`src/rtl/pfq_pkg.sv`:
```
package pfq_pkg;
  typedef enum logic [0:0] {
    FS_IDLE = 1'b0,
    FS_BUSY = 1'b1
  } fetch_state_e;
endpackage

```
`src/rtl/pfq_addr_gen.sv`:
```
module pfq_addr_gen #(
  parameter int SEG_W     = 16,
  parameter int OFF_W     = 16,
  parameter int SEG_SHIFT = 4,
  parameter int PA_W      = 21,
  parameter int GATE_BIT  = 20
) (
  input  logic [SEG_W-1:0] seg,
  input  logic [OFF_W-1:0] off,
  input  logic             gate_open,
  output logic [PA_W-1:0]  phys
);
  logic [PA_W-1:0] seg_ext;
  logic [PA_W-1:0] off_ext;
  logic [PA_W-1:0] raw;

  always_comb begin
    seg_ext = PA_W'(seg) << SEG_SHIFT;
    off_ext = PA_W'(off);
    raw     = seg_ext + off_ext;
  end

  generate
    if (GATE_BIT < PA_W) begin : g_gate
      localparam logic [PA_W-1:0] GATE_MASK = ~(PA_W'(1) << GATE_BIT);
      always_comb phys = gate_open ? raw : (raw & GATE_MASK);
    end else begin : g_nogate
      always_comb phys = raw;
    end
  endgenerate
endmodule

```
`src/rtl/pfq_fifo.sv`:
```
module pfq_fifo #(
  parameter int DATA_W = 8,
  parameter int DEPTH  = 6,
  localparam int PTR_W = (DEPTH > 1) ? $clog2(DEPTH) : 1,
  localparam int CNT_W = $clog2(DEPTH + 1)
) (
  input  logic              clk,
  input  logic              rst_n,
  input  logic              clear,
  input  logic              push,
  input  logic [DATA_W-1:0] push_data,
  input  logic              pop,
  output logic [DATA_W-1:0] head_data,
  output logic [CNT_W-1:0]  count
);
  localparam logic [PTR_W-1:0] LAST = PTR_W'(DEPTH - 1);

  logic [DATA_W-1:0] mem [DEPTH];
  logic [PTR_W-1:0]  wr_ptr, rd_ptr;

  function automatic logic [PTR_W-1:0] step(input logic [PTR_W-1:0] p);
    return (p == LAST) ? '0 : p + 1'b1;
  endfunction

  always_ff @(posedge clk) begin
    if (!rst_n || clear) begin
      wr_ptr <= '0;
      rd_ptr <= '0;
      count  <= '0;
    end else begin
      if (push) wr_ptr <= step(wr_ptr);
      if (pop)  rd_ptr <= step(rd_ptr);
      if (push && !pop)      count <= count + 1'b1;
      else if (pop && !push) count <= count - 1'b1;
    end
  end

  always_ff @(posedge clk) begin
    if (push) mem[wr_ptr] <= push_data;
  end

  assign head_data = mem[rd_ptr];


  no_overflow_chk: assert property (@(posedge clk) disable iff (!rst_n)
    (push && !pop && !clear) |-> (count < CNT_W'(DEPTH)));

  no_underflow_chk: assert property (@(posedge clk) disable iff (!rst_n)
    pop |-> (count != '0));
endmodule

```
`src/rtl/pfq_fetch_ctl.sv`:
```
module pfq_fetch_ctl
  import pfq_pkg::*;
#(
  parameter int OFF_W = 16,
  parameter int DEPTH = 6,
  localparam int CNT_W = $clog2(DEPTH + 1)
) (
  input  logic             clk,
  input  logic             rst_n,
  input  logic             flush,
  input  logic [OFF_W-1:0] flush_ip,
  input  logic             fetch_ok,
  input  logic [CNT_W-1:0] q_count,
  output logic             req_valid,
  input  logic             req_ready,
  input  logic             rsp_valid,
  output logic [OFF_W-1:0] pf_off,
  output logic             push
);
  fetch_state_e     state;
  logic             drop;
  logic             accept;
  logic [CNT_W:0]   used;
  logic             space;

  always_comb begin
    used      = {1'b0, q_count} + (CNT_W+1)'(state == FS_BUSY);
    space     = used < (CNT_W+1)'(DEPTH);
    req_valid = (state == FS_IDLE) && fetch_ok && !flush && space;
    accept    = req_valid && req_ready;
    push      = rsp_valid && (state == FS_BUSY) && !drop && !flush;
  end

  always_ff @(posedge clk) begin
    if (!rst_n) begin
      pf_off <= '0;
      state  <= FS_IDLE;
      drop   <= 1'b0;
    end else begin
      if (flush)       pf_off <= flush_ip;
      else if (accept) pf_off <= pf_off + 1'b1;

      if (accept)                                  state <= FS_BUSY;
      else if (state == FS_BUSY && rsp_valid)      state <= FS_IDLE;

      if (state == FS_BUSY && rsp_valid)           drop <= 1'b0;
      else if (flush && state == FS_BUSY)          drop <= 1'b1;
    end
  end


  no_fetch_unpermitted_chk: assert property (@(posedge clk) disable iff (!rst_n)
    !fetch_ok |-> !req_valid);

  single_outstanding_chk: assert property (@(posedge clk) disable iff (!rst_n)
    accept |=> !req_valid);
endmodule

```
`src/rtl/seg_prefetch_unit.sv`:
```
module seg_prefetch_unit #(
  parameter int SEG_W     = 16,
  parameter int OFF_W     = 16,
  parameter int SEG_SHIFT = 4,
  parameter int PA_W      = 21,
  parameter int GATE_BIT  = 20,
  parameter int DATA_W    = 8,
  parameter int DEPTH     = 6
) (
  input  logic              clk,
  input  logic              rst_n,
  input  logic [SEG_W-1:0]  code_seg,
  input  logic              a20_open,
  input  logic              flush,
  input  logic [OFF_W-1:0]  flush_ip,
  input  logic              fetch_ok,
  output logic              mem_req_valid,
  input  logic              mem_req_ready,
  output logic [PA_W-1:0]   mem_req_addr,
  input  logic              mem_rsp_valid,
  input  logic [DATA_W-1:0] mem_rsp_data,
  output logic              op_valid,
  input  logic              op_ready,
  output logic [DATA_W-1:0] op_data,
  output logic [OFF_W-1:0]  op_ip
);
  localparam int CNT_W = $clog2(DEPTH + 1);

  logic [OFF_W-1:0] pf_off;
  logic             push;
  logic             pop;
  logic [CNT_W-1:0] q_count;

  pfq_fetch_ctl #(.OFF_W(OFF_W), .DEPTH(DEPTH)) u_ctl (
    .clk      (clk),
    .rst_n    (rst_n),
    .flush    (flush),
    .flush_ip (flush_ip),
    .fetch_ok (fetch_ok),
    .q_count  (q_count),
    .req_valid(mem_req_valid),
    .req_ready(mem_req_ready),
    .rsp_valid(mem_rsp_valid),
    .pf_off   (pf_off),
    .push     (push)
  );

  pfq_addr_gen #(
    .SEG_W(SEG_W), .OFF_W(OFF_W), .SEG_SHIFT(SEG_SHIFT),
    .PA_W(PA_W), .GATE_BIT(GATE_BIT)
  ) u_agen (
    .seg      (code_seg),
    .off      (pf_off),
    .gate_open(a20_open),
    .phys     (mem_req_addr)
  );

  pfq_fifo #(.DATA_W(DATA_W), .DEPTH(DEPTH)) u_fifo (
    .clk      (clk),
    .rst_n    (rst_n),
    .clear    (flush),
    .push     (push),
    .push_data(mem_rsp_data),
    .pop      (pop),
    .head_data(op_data),
    .count    (q_count)
  );

  assign op_valid = (q_count != '0) && !flush;
  assign pop      = op_valid && op_ready;

  always_ff @(posedge clk) begin
    if (!rst_n)     op_ip <= '0;
    else if (flush) op_ip <= flush_ip;
    else if (pop)   op_ip <= op_ip + 1'b1;
  end


  ip_hold_chk: assert property (@(posedge clk) disable iff (!rst_n)
    (!flush && !(op_valid && op_ready)) |=> $stable(op_ip));

  ip_step_chk: assert property (@(posedge clk) disable iff (!rst_n)
    (!flush && op_valid && op_ready) |=> (op_ip == $past(op_ip) + 1'b1));

  ip_reload_chk: assert property (@(posedge clk) disable iff (!rst_n)
    flush |=> (op_ip == $past(flush_ip)));
endmodule

```
`config.mk`:
```
export PLATFORM = sky130hd
export DESIGN_NAME = seg_prefetch_unit
export DESIGN_NICKNAME = d
export VERILOG_FILES = /design/src/rtl/pfq_pkg.sv /design/src/rtl/pfq_addr_gen.sv /design/src/rtl/pfq_fifo.sv /design/src/rtl/pfq_fetch_ctl.sv /design/src/rtl/seg_prefetch_unit.sv
export SDC_FILE = /design/constraint.sdc
export NUM_CORES = 1
export LEC_CHECK = 0
export ABC_AREA = 0
export BUFFER_PORTS_ARGS = -buffer_cell sky130_fd_sc_hd__buf_2
export CORE_MARGIN = 10
export CORE_UTILIZATION = 45
export CTS_CLUSTER_SIZE = 25
export DETAILED_ROUTE_END_ITERATION = 7
export HOLD_SLACK_MARGIN = 0.05
export PLACE_DENSITY = 0.7
export SLEW_MARGIN = 20
export SYNTH_ARGS = -nofsm -noshare
export SYNTH_HDL_FRONTEND = slang
export SYNTH_SLANG_ARGS = --single-unit
```
`constraint.sdc`:
```
create_clock -name clk -period 2.83 [get_ports clk]
set_clock_uncertainty 0.15 [all_clocks]
set_input_delay 0.566 -clock clk [delete_from_list [all_inputs] [get_ports clk]]
set_output_delay 0.566 -clock clk [all_outputs]
set_load 0.01 [all_outputs]
```
==> results of run 1 <==
flip-flops by register name (all words and copies together) (netlist names), named ones only:
| register | flops |
|---|---|
| u_ctl.state | 1 |
| op_ip | 16 |
| u_fifo.wr_ptr | 3 |
| u_fifo.mem | 48 |
| u_ctl.pf_off | 16 |
| u_ctl.drop | 1 |
| u_fifo.count | 3 |
| u_fifo.rd_ptr | 3 |
kinds of logic after synthesis:
| family | synth area share |
|---|---|
| AO/OA/AOI/OAI | 0.139 |
| XOR/XNOR | 0.0808 |
| adder cells (fa/ha/maj) | 0.0517 |
| buffers and inverters | 0.0296 |
| flip-flops | 0.508 |
| multiplexers | 0.0606 |
| AND/OR/NAND/NOR | 0.130 |
stage by stage:
step	cells	setup WS (ns)	total power (uW)	hold slack [ns]	utilization
floorplan	425	0.00889	1750	0.294	-
global placement	667	-0.239	1930	0.310	0.531
detailed placement	667	-0.303	1940	0.335	0.531
CTS	684	-0.181	2840	0.286	0.567
global route	687	-0.311	2970	0.276	0.574
finish	687	-0.136	2830	0.294	0.574
how the worst min path moves through the flow:
stage / end / start / cells past startpoint
3_5_place_dp: u_ctl.drop$_SDFFE_PP0P_ / u_ctl.drop$_SDFFE_PP0P_ / 2
4_1_cts: u_fifo.mem[4][1]$_DFFE_PP_ / mem_rsp_data[1] / 1
5_1_grt: u_fifo.mem[4][1]$_DFFE_PP_ / mem_rsp_data[1] / 1
6_report: u_fifo.mem[4][1]$_DFFE_PP_ / mem_rsp_data[1] / 1
3_3_place_gp: u_ctl.drop$_SDFFE_PP0P_ / u_ctl.drop$_SDFFE_PP0P_ / 2
2_1_floorplan: u_ctl.drop$_SDFFE_PP0P_ / u_ctl.drop$_SDFFE_PP0P_ / 2
layer usage:
layer  vias up  GRT usage  part of all wire
met2       102      0.266              0.50
met1      1734      0.180              0.41
met3        14     0.0444             0.067
met4         2     0.0477             0.016
met5         -          0            0.0016
li1       1805          -                 -
power breakdown:
group          total [uW]  internal [uW]  switching (uW)
sequential           1510           1460            43.5
clock                 870            352             518
combinational         455            216             239
cell usage in the layout, fill, tap and decap left out, types with 4 or more instances in the layout:
cell type  Yosys  final
and3_1         6      6
ha_4           0      7
buf_2          3     94
nor2b_1        4      4
nand4_1        9      9
nor3_1         7      5
mux2i_1        9      9
dfxtp_1       46     41
o21ai_0       21     20
and4_1         4      4
mux4_2         8      8
a21oi_2        0      6
inv_1         10     10
nand2_1       25     25
nand3_1       15     11
a21oi_1       52     46
edfxtp_1      48     48
nand2b_1       4      4
xnor2_1       19     19
buf_4          5     33
ha_1          16      9
clkbuf_8       1      9
xor2_1        22     22
nor2_1        33     33
what timing repair did:
action | 4_1_cts | 5_1_grt
endpoints found under the setup margin | 10 | 10
resized for setup | 33 | 7
pin swaps | 12 | 6
setup buffers | 1 | 2
layout make-up:
type / instances / area (sq um)
antenna: 1 / 2.50
clock buffer: 9 / 124
clock inverter: 7 / 75.1
fill: 892 / 4340
inverter: 10 / 37.5
multi-input combinational: 303 / 2340
sequential: 94 / 2380
tap: 136 / 170
timing repair buffer: 127 / 718
worst reg2reg max path, cell delays in order, from the launching register on:
cell     delay [ns]
dfxtp_1        0.39
o31a_2         0.44
nand2_1        0.09
ha_1           0.18
inv_1          0.06
fa_1           0.38
xor2_1         0.15
or3_2          0.40
a21oi_1        0.14
==> impl_metrics.json, run 1 <==
{
  "outcome": "complete, but fails checks",
  "failed_checks": "setup timing",
  "layout_min_cycle_time_ns": 2.97,
  "post-route-period-util": 1.05,
  "min_path_type": "in2reg",
  "drc": 0,
  "worstPathCellList": "ha_4 -> fa_2 -> a21oi_2 -> o211a_1 -> o211ai_1 -> a21boi_2 -> xnor2_1 -> buf_2",
  "slew_violations": 0,
  "yosysWarnings": 0,
  "r2r_end": "u_fifo.count[2]$_SDFFE_PP0P_",
  "synth.ff_latch_count": 94,
  "p_leak_uw": 0.00222,
  "nNetsFinal": 611,
  "clk_latency_ns": 0.35,
  "cp.required_ns": 2.11,
  "die_w_um": 122,
  "maxCapViolCount": 0,
  "area_delta_synth_final_pct": 25.9,
  "drive_above_1_share": 0.353,
  "h-tree-depth": 3,
  "pwr_density_cell_nw_per_um2": 484,
  "max_stage_delay_ns": 0.38,
  "r2r_cells": 8,
  "dp_hpwl_um": 8540,
  "clk_pin_slew_ns": 0.11,
  "ir_drop_uv": 282,
  "io_buffer_count": 94,
  "synth_nets": 491,
  "core.rowCount": 37,
  "ys_seq_area_frac": 0.508,
  "grt_overflow": 0,
  "critPathKind": "reg2out",
  "root_buffer": "clkbuf_8",
  "synth_edf_count": 48,
  "path_depth": 8,
  "hold_violations": 0,
  "worst_setup_path_end_kind": "output port",
  "cp_slowest_cell": "dfxtp_4",
  "antenna_found_initial": 2,
  "cp_max_fo": 3,
  "grt_start_max_net_pins": 48,
  "cts_tree": "yes",
  "fin_area_sq_um": 5850,
  "cp-startpoint": "u_ctl.pf_off[4]$_SDFFE_PN0P_",
  "core_area_sq_um": 10200,
  "ant_nets": 0,
  "die_h_um": 122,
  "wl_um": 11200,
  "synth_top_area_share": 0.310,
  "path_buf_inv": 1,
  "grt_pass1_wl_um": 18400,
  "synth_area_leader_cell": "edfxtp_1",
  "avgSynthCellArea_sq_um": 10.9,
  "rrSetupSlack_ns": 0.37,
  "place_area_sq_um": 5410,
  "first_global_vias": 3774,
  "cts_buffer_depth": 2,
  "grt_usage": 0.154,
  "setup_viol": 7,
  "rsz0062_at_grt": "yes",
  "crit_end": "mem_req_addr[16]",
  "synth_area_sq_um": 4650,
  "cp_top_family": "compound AO/OA/AOI/OAI gates",
  "synthCells": 425,
  "vias": 3657,
  "cts_made_buffers": 9,
  "tightest_slew_ns": 0.628,
  "synthDistinctLibCells": 58,
  "via_per_inst": 5.32,
  "synth-main-ff-cell": "edfxtp_1",
  "fin_ws_ns": -0.136,
  "ctsHoldBuffers": 0,
  "io-pin-count": 95,
  "numClockSinks": 94,
  "slew_headroom": 0.578,
  "gp_congestion": 0.871,
  "async_reset_ff_frac": 0,
  "tns_ns": -0.459,
  "max_freq_mhz": 337,
  "cp-start-kind": "flip-flop",
  "start_util": 0.456,
  "drt_first_pass_iters": 4,
  "die_area_sq_um": 14800,
  "drt_iter0_markers": 208,
  "synthTopCellsByArea": "edfxtp_1 (31%), dfxtp_1 (20%), a21oi_1 (5.6%)",
  "regToRegStartpoint": "u_fifo.count[2]$_SDFFE_PP0P_",
  "post_drt_wl_per_cell_um": 16.3,
  "arrival_ns": 2.25,
  "synth_most_common_cell": "a21oi_1",
  "ys_top_cells_by_count": "a21oi_1 (52), edfxtp_1 (48), dfxtp_1 (46)"
}
(Power assumes the default switching activity.)
==> inputs of run 2 (changes only) <==
--- a/config.mk
+++ b/config.mk
@@ -8,11 +8,12 @@
 export ABC_AREA = 0
 export BUFFER_PORTS_ARGS = -buffer_cell sky130_fd_sc_hd__buf_2
 export CORE_MARGIN = 10
-export CORE_UTILIZATION = 45
+export CORE_UTILIZATION = 23
 export CTS_CLUSTER_SIZE = 25
 export DETAILED_ROUTE_END_ITERATION = 7
+export GPL_ROUTABILITY_DRIVEN = 0
 export HOLD_SLACK_MARGIN = 0.05
-export PLACE_DENSITY = 0.7
+export MAX_ROUTING_LAYER = met4
 export SLEW_MARGIN = 20
 export SYNTH_ARGS = -nofsm -noshare
 export SYNTH_HDL_FRONTEND = slang
==> run 2 against run 1 <==
Net effect: the run still ends with setup timing left; design area up 5.2%; setup slack worse by 0.016 ns; wire length up 6.8%; sequential power barely moved; final cell count grew 19%; global-route usage decreased by 6.2 points; die area increased by 78%; non-clock buffer count rose by 3; sequential share of layout area decreased by 1.9 points; fmax is 0.55% lower; critical path depth is 1 higher; critical path type is now in2out; highest routed layer is now met4.
==> impl_metrics.json, run 2 (synthesis gave the netlist of run 1 again) <==
{
  "via_per_inst": 4.37,
  "critPathKind": "in2out",
  "io-pin-count": 95,
  "grt_usage": 0.0911,
  "max_freq_mhz": 335,
  "die_h_um": 162,
  "clk_pin_slew_ns": 0.07,
  "ant_nets": 0,
  "maxCapViolCount": 0,
  "min_from": "mem_rsp_data[5]",
  "finalPower_uw": 3130,
  "setup_viol": 5,
  "die_w_um": 162,
  "n_fill_cell": 2070,
  "drc": 0,
  "whs_path_depth": 1,
  "drt_iter0_markers": 209,
  "io_buffer_count": 94,
  "rrSetupSlack_ns": 0.40,
  "r2r_end": "u_fifo.count[2]$_SDFFE_PP0P_",
  "clk_latency_ns": 0.34,
  "worstPathCellList": "buf_2 -> ha_4 -> fa_2 -> a21oi_2 -> o211a_1 -> o211ai_1 -> a21boi_2 -> xnor2_1 -> buf_2",
  "start_util": 0.236,
  "max_stage_delay_ns": 0.34,
  "pwr_density_cell_nw_per_um2": 510,
  "hold_violations": 0,
  "layout_commonest_cell": "buf_2",
  "regToRegStartpoint": "u_fifo.count[2]$_SDFFE_PP0P_",
  "tightest_slew_ns": 0.647,
  "core_area_sq_um": 19700,
  "layout_min_cycle_time_ns": 2.98,
  "cp_slowest_cell": "fa_2",
  "post_drt_wl_per_cell_um": 14.6,
  "layout_common_cells": "buf_2 (94), a21oi_1 (48), edfxtp_1 (48)",
  "min_path_type": "in2reg",
  "grt_start_max_net_pins": 48,
  "drive_above_1_share": 0.371,
  "slew_headroom": 0.565,
  "cp-start-kind": "input pin",
  "grt_pass1_wl_um": 18700,
  "cts_made_buffers": 9,
  "cp_max_fo": 3,
  "cp-startpoint": "code_seg[0]",
  "nNetsFinal": 614,
  "slew_violations": 0,
  "dp_hpwl_um": 9100,
  "antenna_found_initial": 0,
  "h-tree-depth": 3,
  "grt_overflow": 0,
  "first_global_vias": 3633,
  "drt_first_pass_iters": 6,
  "cp_common_cell": "buf_2",
  "arrival_ns": 2.27,
  "cp.required_ns": 2.11,
  "cts_buffer_depth": 2,
  "wl_um": 11900,
  "area_delta_synth_final_pct": 32.4,
  "n_antenna_cell": 0,
  "reg_top3": "u_fifo.mem x48, op_ip x16, u_ctl.pf_off x16",
  "p_leak_uw": 0.00228,
  "largest_reg_flops": 48,
  "min_to": "u_fifo.mem[4][5]$_DFFE_PP_",
  "die_area_sq_um": 26300,
  "numClockSinks": 94,
  "post-route-period-util": 1.05,
  "cts_tree": "yes",
  "ir_drop_uv": 272,
  "ctsHoldBuffers": 0,
  "vias": 3572,
  "root_buffer": "clkbuf_16",
  "core.rowCount": 51,
  "r2r_cells": 8,
  "outcome": "complete, but fails checks",
  "top_register": "u_fifo.mem",
  "worst_setup_path_end_kind": "output port",
  "fin_util": 0.313,
  "fin_ws_ns": -0.152,
  "failed_checks": "setup timing",
  "rsz0062_at_grt": "yes"
}
==> run 2: cell types whose count changed in the layout (fill, tap and decap cells not counted), sizes merged <==
| cell | previous run | this run |
|---|---|---|
| inv | 15 | 14 |
| diode | 1 | 0 |
| clkinv | 1 | 2 |
| buf | 127 | 130 |
==> run 2: how the worst max path moves through the flow <==
stage	endpoint	depth (start not counted)
final	mem_req_addr[16]	9
after global routing	mem_req_addr[18]	8
after CTS	mem_req_addr[16]	8
after detailed placement	mem_req_addr[16]	9
after global placement	mem_req_addr[16]	9
after floorplan	mem_req_addr[16]	7
==> run 2: metrics by stage <==
stage	hold WS [ns]	setup TNS (ns)	instances	cell area [sq um]	worst slack [ns]
global placement	0.305	-1.24	802	5620	-0.269
CTS	0.305	-0.625	818	5990	-0.171
detailed placement	0.320	-1.31	802	5620	-0.324
global route	0.316	-1.18	818	6150	-0.260
floorplan	0.294	0	425	4650	0.00889
finish	0.318	-0.517	818	6150	-0.152
==> run 2: worst max-delay path, delay by kind of cell <==
family,cells,cell delay (ns)
AO/OA/AOI/OAI,4,0.78
adder cells (fa/ha/maj),2,0.50
buffers and inverters,2,0.27
XOR/XNOR,1,0.14
==> run 2: what timing repair did <==
| action | CTS | global route |
|---|---|---|
| resized for setup | 18 | 27 |
| pin swaps | 7 | 16 |
| setup buffers | 0 | 1 |
| endpoints found under the setup margin | 11 | 10 |
==> run 2: report_power, final <==
part / internal, uW / switching (uW)
clock network: 617 / 547
logic: 218 / 245
registers: 1460 / 44.1
==> run 2: layer usage <==
layer	vias to the layer above	part of all wire	wire length [um]	global-route usage
met5	-	0	0	-
met4	0	0.00075	9	0.0199
met3	2	0.060	713	0.0306
met2	96	0.47	5610	0.140
met1	1665	0.47	5610	0.114
li1	1809	-	-	-
==> run 2: cell type report <==
cell class | instances | area (sq um) | share of cell area
Clock buffer | 9 | 225 | 0.0366
Inverter | 10 | 37.5 | 0.00610
Clock inverter | 7 | 63.8 | 0.0104
Multi-Input combinational cell | 303 | 2370 | 0.386
Tap cell | 265 | 332 | 0.0539
Timing Repair Buffer | 130 | 741 | 0.120
Sequential cell | 94 | 2380 | 0.387
==> inputs of run 3 (changes only) <==
--- a/config.mk
+++ b/config.mk
@@ -6,7 +6,7 @@
 export NUM_CORES = 1
 export LEC_CHECK = 0
 export ABC_AREA = 0
-export BUFFER_PORTS_ARGS = -buffer_cell sky130_fd_sc_hd__buf_2
+export BUFFER_PORTS_ARGS = -buffer_cell sky130_fd_sc_hd__clkbuf_2
 export CORE_MARGIN = 10
 export CORE_UTILIZATION = 23
 export CTS_CLUSTER_SIZE = 25
==> run 3 against run 2 <==
Net effect: the run still ends with setup timing left; register-to-register slack barely moved; setup slack improved by 0.036 ns; sequential power barely moved; first-iteration DRC count rose by 7.2%.
==> impl_metrics.json, run 3 (synthesis gave the netlist of run 1 again) <==
{
  "n_antenna_cell": 0,
  "n_fill_cell": 2069,
  "grt_pass1_wl_um": 19100,
  "setup_viol": 5,
  "wl_met2_um": 5530,
  "fin_ws_ns": -0.116,
  "post-route-period-util": 1.04,
  "nNetsFinal": 615,
  "grt_start_max_net_pins": 48,
  "ant_nets": 0,
  "root_buffer": "clkbuf_16",
  "p_leak_uw": 0.00229,
  "place_ws_ns": -0.280,
  "rsz0062_at_grt": "yes",
  "antenna_found_initial": 0,
  "h-tree-depth": 3,
  "reg_top3": "u_fifo.mem x48, op_ip x16, u_ctl.pf_off x16",
  "layout_min_cycle_time_ns": 2.95,
  "dr_wl_met3_um": 832,
  "cts_made_buffers": 9,
  "grt_usage": 0.0924,
  "min_path_type": "in2reg",
  "regToRegStartpoint": "u_fifo.count[2]$_SDFFE_PP0P_",
  "clk_latency_ns": 0.34,
  "drive_above_1_share": 0.370,
  "slew_headroom": 0.602,
  "core_area_sq_um": 19700,
  "min_from": "flush_ip[12]",
  "numClockSinks": 94,
  "core.rowCount": 51,
  "failed_checks": "setup timing",
  "io-pin-count": 95,
  "drt_iter0_markers": 224,
  "io_buffer_count": 94,
  "via_per_inst": 4.45,
  "drc": 0,
  "largest_reg_flops": 48,
  "die_h_um": 162,
  "tightest_slew_ns": 0.592,
  "arrival_ns": 2.23,
  "ir_drop_uv": 349,
  "drt_first_pass_iters": 4,
  "top_register": "u_fifo.mem",
  "wl_um": 11900,
  "cts_buffer_depth": 2,
  "cp.required_ns": 2.11,
  "cts_tree": "yes",
  "start_util": 0.236,
  "highest_layer": "met4",
  "grt_overflow": 0,
  "fin_util": 0.313,
  "worst_setup_path_end_kind": "output port",
  "whs_path_depth": 3,
  "slew_violations": 0,
  "ctsHoldBuffers": 0,
  "hold_violations": 0,
  "max_freq_mhz": 339,
  "pwr_density_cell_nw_per_um2": 511,
  "critPathKind": "reg2out",
  "met1_length_um": 5450,
  "whs_ns": 0.300,
  "cp-start-kind": "flip-flop",
  "cp_max_fo": 3,
  "dp_hpwl_um": 9120,
  "cp-startpoint": "u_ctl.pf_off[4]$_SDFFE_PN0P_",
  "die_area_sq_um": 26300,
  "maxCapViolCount": 0,
  "outcome": "complete, but fails checks",
  "area_delta_synth_final_pct": 32.3,
  "die_w_um": 162,
  "post_drt_wl_per_cell_um": 14.6,
  "first_global_vias": 3763,
  "vias": 3646,
  "layout_common_cells": "clkbuf_2 (88), edfxtp_1 (48), a21oi_1 (46)",
  "clk_pin_slew_ns": 0.07,
  "layout_commonest_cell": "clkbuf_2",
  "r2r_cells": 8
}
[run 3: final cells by class]
| type | instances | area (sq um) | share of cell area |
|---|---|---|---|
| repair buffers | 131 | 748 | 0.122 |
| well taps | 265 | 332 | 0.0539 |
| clock inverters | 7 | 62.6 | 0.0102 |
| clock buffers | 9 | 225 | 0.0366 |
| inverters | 10 | 37.5 | 0.00611 |
| flip-flops and latches | 94 | 2370 | 0.386 |
| multi-input cells | 303 | 2370 | 0.385 |
[run 3: power by group]
group	switching (uW)	leakage (uW)	internal, uW	total, uW
clock network	552	0.000145	617	1170
logic	248	0.00133	219	466
registers	44.6	0.000813	1460	1510
total	844	0.00229	2300	3140
[run 3: final timing paths]
kind                                                      end  slack, ns
worst max-delay path                         mem_req_addr[16]      -0.12
worst min-delay path            u_ctl.pf_off[12]$_SDFFE_PN0P_       0.30
worst max register to register   u_fifo.count[2]$_SDFFE_PP0P_       0.39
worst min register to register        u_ctl.drop$_SDFFE_PP0P_       0.33
[run 3: stage by stage]
| step | area, sq um | TNS (ns) | cells | power [uW] |
|---|---|---|---|---|
| finish | 6150 | -0.434 | 819 | 3140 |
| CTS | 6000 | -0.561 | 818 | 3140 |
| floorplan | 4650 | 0 | 425 | 1750 |
| detailed placement | 5620 | -1.17 | 802 | 1960 |
| global route | 6150 | -1.09 | 819 | 3280 |
| global placement | 5620 | -1.13 | 802 | 1960 |
[run 3: critical path, cell delays in order (launching register included)]
cell	delay, ns
dfxtp_2	0.35
ha_4	0.16
fa_2	0.34
a21oi_2	0.16
o211a_1	0.21
o211ai_1	0.15
a21boi_2	0.22
xnor2_1	0.14
buf_2	0.15
[run 3: what timing repair did]
action | 4_1_cts | 5_1_grt
buffers inserted | 0 | 1
gates resized for setup | 21 | 30
pin swaps | 11 | 7
setup endpoints to repair | 11 | 9
[run 3: routing by layer]
metal,vias up,global-route usage
met3,11,0.0306
met5,-,-
met2,113,0.145
li1,1816,-
met4,0,0.0174
met1,1706,0.114
